--- src/rtl/seg_xlate_pkg.sv ---
`timescale 1ns/1ps
package seg_xlate_pkg;
  typedef enum logic [1:0] {
    FLT_NONE   = 2'b00,
    FLT_ABSENT = 2'b01,
    FLT_BOUND  = 2'b10
  } flt_e;
endpackage

--- src/rtl/seg_rst_sync.sv ---
`timescale 1ns/1ps
module seg_rst_sync #(
  parameter int STAGES = 2
) (
  input  logic clk,
  input  logic arst_n,
  output logic rst_n_o
);
  logic [STAGES-1:0] sync_q;
  logic [STAGES-1:0] sync_d;

  always_comb begin
    sync_d = {sync_q[STAGES-2:0], 1'b1};
  end

  always_ff @(posedge clk or negedge arst_n) begin
    if (!arst_n) sync_q <= '0;
    else         sync_q <= sync_d;
  end

  assign rst_n_o = sync_q[STAGES-1];
endmodule

--- src/rtl/seg_table.sv ---
`timescale 1ns/1ps
module seg_table #(
  parameter int NUM_SEG = 8,
  parameter int BASE_W  = 32,
  parameter int LIM_W   = 20,
  localparam int IDX_W  = $clog2(NUM_SEG)
) (
  input  logic              clk,
  input  logic              rst_n,
  input  logic              wr_en,
  input  logic [IDX_W-1:0]  wr_idx,
  input  logic [BASE_W-1:0] wr_base,
  input  logic [LIM_W-1:0]  wr_limit,
  input  logic              wr_valid,
  input  logic [IDX_W-1:0]  rd_idx,
  output logic [BASE_W-1:0] rd_base,
  output logic [LIM_W-1:0]  rd_limit,
  output logic              rd_valid
);
  logic [BASE_W-1:0] base_q [NUM_SEG];
  logic [LIM_W-1:0]  lim_q  [NUM_SEG];
  logic [NUM_SEG-1:0] valid_q;

  for (genvar g = 0; g < NUM_SEG; g++) begin : g_entry
    logic              ld_en;
    logic [BASE_W-1:0] base_d;
    logic [LIM_W-1:0]  lim_d;
    logic              valid_d;

    always_comb begin
      ld_en   = wr_en && (wr_idx == IDX_W'(g));
      base_d  = ld_en ? wr_base  : base_q[g];
      lim_d   = ld_en ? wr_limit : lim_q[g];
      valid_d = ld_en ? wr_valid : valid_q[g];
    end

    always_ff @(posedge clk or negedge rst_n) begin
      if (!rst_n) begin
        base_q[g]  <= '0;
        lim_q[g]   <= '0;
        valid_q[g] <= 1'b0;
      end else begin
        base_q[g]  <= base_d;
        lim_q[g]   <= lim_d;
        valid_q[g] <= valid_d;
      end
    end
  end

  assign rd_base  = base_q[rd_idx];
  assign rd_limit = lim_q[rd_idx];
  assign rd_valid = valid_q[rd_idx];

  // present flags only move on a write
  a_r9_flags_hold: assert property (@(posedge clk) disable iff (!rst_n)
    !wr_en |=> $stable(valid_q));
  // a write is visible from the following cycle
  a_r5_write_lands: assert property (@(posedge clk) disable iff (!rst_n)
    wr_en |=> (valid_q[$past(wr_idx)] == $past(wr_valid)));
endmodule

--- src/rtl/seg_check.sv ---
`timescale 1ns/1ps
module seg_check
  import seg_xlate_pkg::*;
#(
  parameter int BASE_W = 32,
  parameter int LIM_W  = 20
) (
  input  logic              ent_valid,
  input  logic [BASE_W-1:0] ent_base,
  input  logic [LIM_W-1:0]  ent_limit,
  input  logic [LIM_W-1:0]  off,
  output logic [BASE_W-1:0] lin_addr,
  output flt_e              code
);
  logic              in_range;
  logic [BASE_W-1:0] sum;

  always_comb begin
    in_range = off < ent_limit;
    sum      = ent_base + BASE_W'(off);
    if (!ent_valid) begin
      code     = FLT_ABSENT;
      lin_addr = '0;
    end else if (!in_range) begin
      code     = FLT_BOUND;
      lin_addr = '0;
    end else begin
      code     = FLT_NONE;
      lin_addr = sum;
    end
  end
endmodule

--- src/rtl/seg_xlate.sv ---
`timescale 1ns/1ps
module seg_xlate
  import seg_xlate_pkg::*;
#(
  parameter int NUM_SEG = 8,
  parameter int BASE_W  = 32,
  parameter int LIM_W   = 20,
  localparam int IDX_W  = $clog2(NUM_SEG)
) (
  input  logic              clk,
  input  logic              arst_n,
  input  logic              in_valid,
  output logic              in_ready,
  input  logic [IDX_W-1:0]  in_seg,
  input  logic [LIM_W-1:0]  in_off,
  output logic              out_valid,
  input  logic              out_ready,
  output logic [BASE_W-1:0] out_addr,
  output logic [1:0]        out_code,
  input  logic              wr_en,
  input  logic [IDX_W-1:0]  wr_idx,
  input  logic [BASE_W-1:0] wr_base,
  input  logic [LIM_W-1:0]  wr_limit,
  input  logic              wr_valid
);
  logic              rst_n;
  logic [BASE_W-1:0] tbl_base;
  logic [LIM_W-1:0]  tbl_limit;
  logic              tbl_valid;
  logic [BASE_W-1:0] chk_addr;
  flt_e              chk_code;

  logic              accept;
  logic              res_valid_q, res_valid_d;
  logic [BASE_W-1:0] res_addr_q,  res_addr_d;
  flt_e              res_code_q,  res_code_d;

  seg_rst_sync #(.STAGES(2)) u_rst (
    .clk     (clk),
    .arst_n  (arst_n),
    .rst_n_o (rst_n)
  );

  seg_table #(.NUM_SEG(NUM_SEG), .BASE_W(BASE_W), .LIM_W(LIM_W)) u_tbl (
    .clk      (clk),
    .rst_n    (rst_n),
    .wr_en    (wr_en),
    .wr_idx   (wr_idx),
    .wr_base  (wr_base),
    .wr_limit (wr_limit),
    .wr_valid (wr_valid),
    .rd_idx   (in_seg),
    .rd_base  (tbl_base),
    .rd_limit (tbl_limit),
    .rd_valid (tbl_valid)
  );

  seg_check #(.BASE_W(BASE_W), .LIM_W(LIM_W)) u_chk (
    .ent_valid (tbl_valid),
    .ent_base  (tbl_base),
    .ent_limit (tbl_limit),
    .off       (in_off),
    .lin_addr  (chk_addr),
    .code      (chk_code)
  );

  assign in_ready = !res_valid_q || out_ready;
  assign accept   = in_valid && in_ready;

  always_comb begin
    res_valid_d = res_valid_q;
    res_addr_d  = res_addr_q;
    res_code_d  = res_code_q;
    if (accept) begin
      res_valid_d = 1'b1;
      res_addr_d  = chk_addr;
      res_code_d  = chk_code;
    end else if (out_ready) begin
      res_valid_d = 1'b0;
    end
  end

  always_ff @(posedge clk or negedge rst_n) begin
    if (!rst_n) begin
      res_valid_q <= 1'b0;
      res_addr_q  <= '0;
      res_code_q  <= FLT_NONE;
    end else begin
      res_valid_q <= res_valid_d;
      res_addr_q  <= res_addr_d;
      res_code_q  <= res_code_d;
    end
  end

  assign out_valid = res_valid_q;
  assign out_addr  = res_addr_q;
  assign out_code  = res_code_q;

  // an accepted request fills the output register
  a_r7_accept_fills: assert property (@(posedge clk) disable iff (!rst_n)
    accept |=> out_valid);
  // a stalled result is frozen
  a_r6_stall_holds: assert property (@(posedge clk) disable iff (!rst_n)
    (out_valid && !out_ready) |=> (out_valid && $stable(out_addr) && $stable(out_code)));
  // a fault carries no address
  a_r3_fault_no_addr: assert property (@(posedge clk) disable iff (!rst_n)
    (out_valid && out_code != 2'b00) |-> (out_addr == '0));
  // an absent entry yields the absent code
  a_r4_absent_code: assert property (@(posedge clk) disable iff (!rst_n)
    (accept && !tbl_valid) |=> (out_code == 2'b01));
endmodule

--- config.mk ---
export PLATFORM = sky130hd
export DESIGN_NAME = seg_xlate
export DESIGN_NICKNAME = d
export VERILOG_FILES = /design/src/rtl/seg_xlate_pkg.sv /design/src/rtl/seg_rst_sync.sv /design/src/rtl/seg_table.sv /design/src/rtl/seg_check.sv /design/src/rtl/seg_xlate.sv
export SDC_FILE = /design/constraint.sdc
export NUM_CORES = 1
export LEC_CHECK = 0
export BUFFER_PORTS_ARGS = -buffer_cell sky130_fd_sc_hd__buf_2
export CAP_MARGIN = 5
export CORE_ASPECT_RATIO = 1.75
export CORE_MARGIN = 8
export CORE_UTILIZATION = 32
export CTS_CLUSTER_SIZE = 40
export DETAILED_ROUTE_END_ITERATION = 16
export PLACE_DENSITY = 0.54
export SYNTH_ARGS = -nofsm -noshare
export SYNTH_HDL_FRONTEND = slang
export SYNTH_SLANG_ARGS = --single-unit
--- constraint.sdc ---
create_clock -name clk -period 28.6 [get_ports clk]
set_input_delay 4.29 -clock clk [delete_from_list [all_inputs] [get_ports clk]]
set_output_delay 4.29 -clock clk [all_outputs]
set_load 0.02 [all_outputs]
==> impl_results.md <==
* H-tree depth at 2
* Starting DRT DRC Count at about 570
* # fillers at approximately 6500
* Register clock-pin slew on the reported worst setup and hold paths at ~0.05 ns
* Final cell count without fillers at about 2500
* Seq/Total Area, Yosys at a little over half
* CP bufs+invs at 2
* DR WL/cell at about 24 um
* Clock Latency Late Sink at around 0.58 ns
* Leading post-synthesis cells by cell area: dfrtp_1, mux2_2, mux4_2
* Critical Path RT at between 20 and 25 ns
* CP endpoint kind: output pin
* # IOs at 120
* Leak at 10.7 nW
* Initial antenna violation count at 15
* Synth-to-Final Area Change at 14.8%
* Initial DRT Pass Iterations at 4
* Die X at about 210 um
* Max cap viols at 0
* Outcome: complete, no violations
* Die Height at approximately 360 um
* Post-Syn Area at roughly 22000 um2
* Final Hold Viols at 0
* Placed cell count at around 2400
* Critical Path Start Type: input port
* CP Max Fanout at 4
* Final Max Slew Viols at 0
* TritonCTS Sinks at between 400 and 500
* GRT overflow at 0
* Launch point of the worst reg-to-reg path: u_tbl.base_q[6]
* Max IR drop VDD at between 30 and 40 uV
* Slowest-stage cell, CP: buf_2
* Slew HR at roughly 31%
* Core ar. at slightly below 70000 um2
* Initial core utilization at between 30% and 40%
* Die Area at 77000 um2
* R2R Path End: out_addr[29]
* Setup WS pre-CTS at 19.15 ns
* Fraction of layout cells with a size suffix above 1 at between 40% and 50%
* #FFs+latches synth at 461
* Drt total wl at 58.2 mm
* IO Port Bufs at about 120
* WHS Endpoint: u_rst.sync_q[1]
* Root Buffer: clkbuf_16
* Ys flop type: dfrtp_1
* CP delay by family, top: buffers and inverters
* Highest clock rate at ~110 MHz
* Number of cell rows at 126
* Final net count at between 1500 and 2000
* Post-Syn Instances at approximately 1400
* Avg Inst Size Synth at around 15 um2
* Top-count cell post-synth: dfrtp_1
* GRT Total Usage at 15.2%
* Worst hold path startpoint: u_rst.sync_q[0]
* Critical-path cell list: buf_2 > nand2b_1 > buf_2
* CP max stage delay at 0.18 ns
* GP Congestion at between 0.7 and 0.8
* Tcrit/Tclk final at 31.5%
* Vias at between 10000 and 15000
* Synth area leader: dfrtp_1
* CP arrival at ~4.7 ns
* Final WS setup at about 20 ns
* Setup_tns at 0 ns
* First-pass GRT wire length at about 89 mm
* Setup-failing EPs final at 0
* Worst-margin pin slew at approximately 1.0 ns
* Synth async-reset ratio at 100%
* Unique masters post-synth at approximately 70
* Number of flops mapped to enable cells by yosys at 0
* CTS tree: yes
* RSZ-0062 raised after global routing: false
* Top-area cell type share of the netlist area at between 50% and 60%
* DRC errors left at 0
* Final HPWL DP at 37.3 mm
* Syn. warnings at 0
* Hold buffers post-CTS at 0
* Tmin final at 9.02 ns
* TritonCTS Buffers at 46
* DR vias/cell at ~5.2
* PostCTS Resize Cnt at 0
* Tot Pwr at a little under 2 mW
* Antenna viol nets, final at 0
* Commonest cells post-synth: dfrtp_1, mux2_2, mux4_2
* Max Buffers Root-to-Sink at 3
* Hold Path Cell Cnt at 0
* R2R Setup Slk at around 25 ns
* Cell area power density at approximately 79 nW/um2
* Largest net degree at the start of global routing at 74
* Syn nets at between 1500 and 2000
* Vias in the first global route at ~14000
* Hold/Removal Path Class: flop to flop
* Post-CTS setup buffers at 0
* Clock Skews at between 0.015 and 0.02 ns
* Setup CP Type: input port to output pin
* R2r worst-path depth at 10
* CP dominant cell by count: buf_2
==> sequential cells by signal, summed over array words and instances, names as in the netlist <==
register / cells
u_tbl.lim_q: 160
out_valid: 1
out_addr: 32
u_tbl.valid_q: 8
out_code: 2
u_rst.sync_q: 2
u_tbl.base_q: 256
==> cell usage in the layout (no fill, tap or decap), drive strengths merged, types with 3 or more instances in the layout <==
| cell | Yosys | routed |
|---|---|---|
| a21o | 13 | 13 |
| inv | 9 | 9 |
| clkbuf | 55 | 70 |
| xor2 | 8 | 8 |
| nor3 | 7 | 7 |
| buf | 30 | 144 |
| mux4 | 104 | 104 |
| a311oi | 4 | 4 |
| nand4b | 3 | 3 |
| nand2b | 9 | 9 |
| diode | 0 | 7 |
| ha | 39 | 39 |
| mux2 | 448 | 448 |
| nor2b | 4 | 4 |
| a31oi | 5 | 5 |
| a211oi | 5 | 5 |
| or3 | 3 | 3 |
| dfrtp | 461 | 461 |
| xnor2 | 6 | 6 |
| nand2 | 34 | 34 |
| nand4 | 5 | 5 |
| a32o | 12 | 12 |
| o211ai | 5 | 5 |
| clkinv | 0 | 8 |
| bufinv | 0 | 6 |
| nor2 | 16 | 16 |
| mux2i | 33 | 33 |
| and3 | 3 | 3 |
| a21oi | 25 | 25 |
| o21ai | 30 | 30 |
| nand3 | 10 | 10 |
| a22o | 4 | 4 |
==> per-layer routing <==
metal / wire, um / share of wire [%] / up-vias / track usage [%]
met1: 24600 / 42 / 6840 / 18.8
met4: 1610 / 2.8 / 12 / 4.88
li1: - / - / 5628 / -
met2: 29100 / 50 / 237 / 26.2
met5: 77 / 0.13 / - / 0
met3: 2790 / 4.8 / 94 / 3.13
==> logic make-up after synthesis <==
| group | after synthesis | synth area share, % |
|---|---|---|
| AO/OA/AOI/OAI | 124 | 3.97 |
| XOR/XNOR | 14 | 0.563 |
| adder cells (fa/ha/maj) | 40 | 2.33 |
| buffers and inverters | 94 | 1.97 |
| flip-flops | 461 | 53.0 |
| multiplexers | 585 | 35.7 |
| other | 1 | 0.0172 |
| AND/OR/NAND/NOR | 107 | 2.52 |
==> cell type report <==
class	instances	area, um2	share of cell area [%]
Timing Repair Buffer	144	795	3.18
Antenna cell	7	17.5	0.0700
Tap cell	896	1120	4.48
Inverter	9	33.8	0.135
Multi-Input combinational cell	871	9840	39.3
Clock buffer	70	1450	5.78
Clock inverter	14	220	0.880
Sequential cell	461	11500	46.1
==> where the power goes <==
| group | internal (mW) | total [mW] | switching, mW |
|---|---|---|---|
| logic | 0.236 | 0.437 | 0.201 |
| clock network | 0.402 | 0.663 | 0.261 |
| registers | 0.797 | 0.876 | 0.0792 |
==> how the worst max path moves through the flow <==
stage,start,end,slack [ns],depth (start not counted)
finish,out_ready,in_ready,19.58,3
global route,in_seg[0],out_addr[29],19.44,11
CTS,out_ready,in_ready,19.57,3
detailed placement,in_seg[0],out_addr[29],19.15,11
global placement,in_seg[0],out_addr[29],19.19,11
floorplan,u_rst.sync_q[1],out_addr[0],14.80,0
==> stage by stage <==
| stage | cell area [um2] | hold slack (ns) | utilization (%) |
|---|---|---|---|
| after detailed placement | 23300 | 0.342 | 34.6 |
| after global placement | 23300 | 0.334 | 34.6 |
| after CTS | 25000 | 0.355 | 37.0 |
| after floorplan | 21800 | 0.331 | - |
| after global routing | 25000 | 0.370 | 37.1 |
| final | 25000 | 0.354 | 37.1 |
Note: power is estimated with default switching activity, not from simulation.
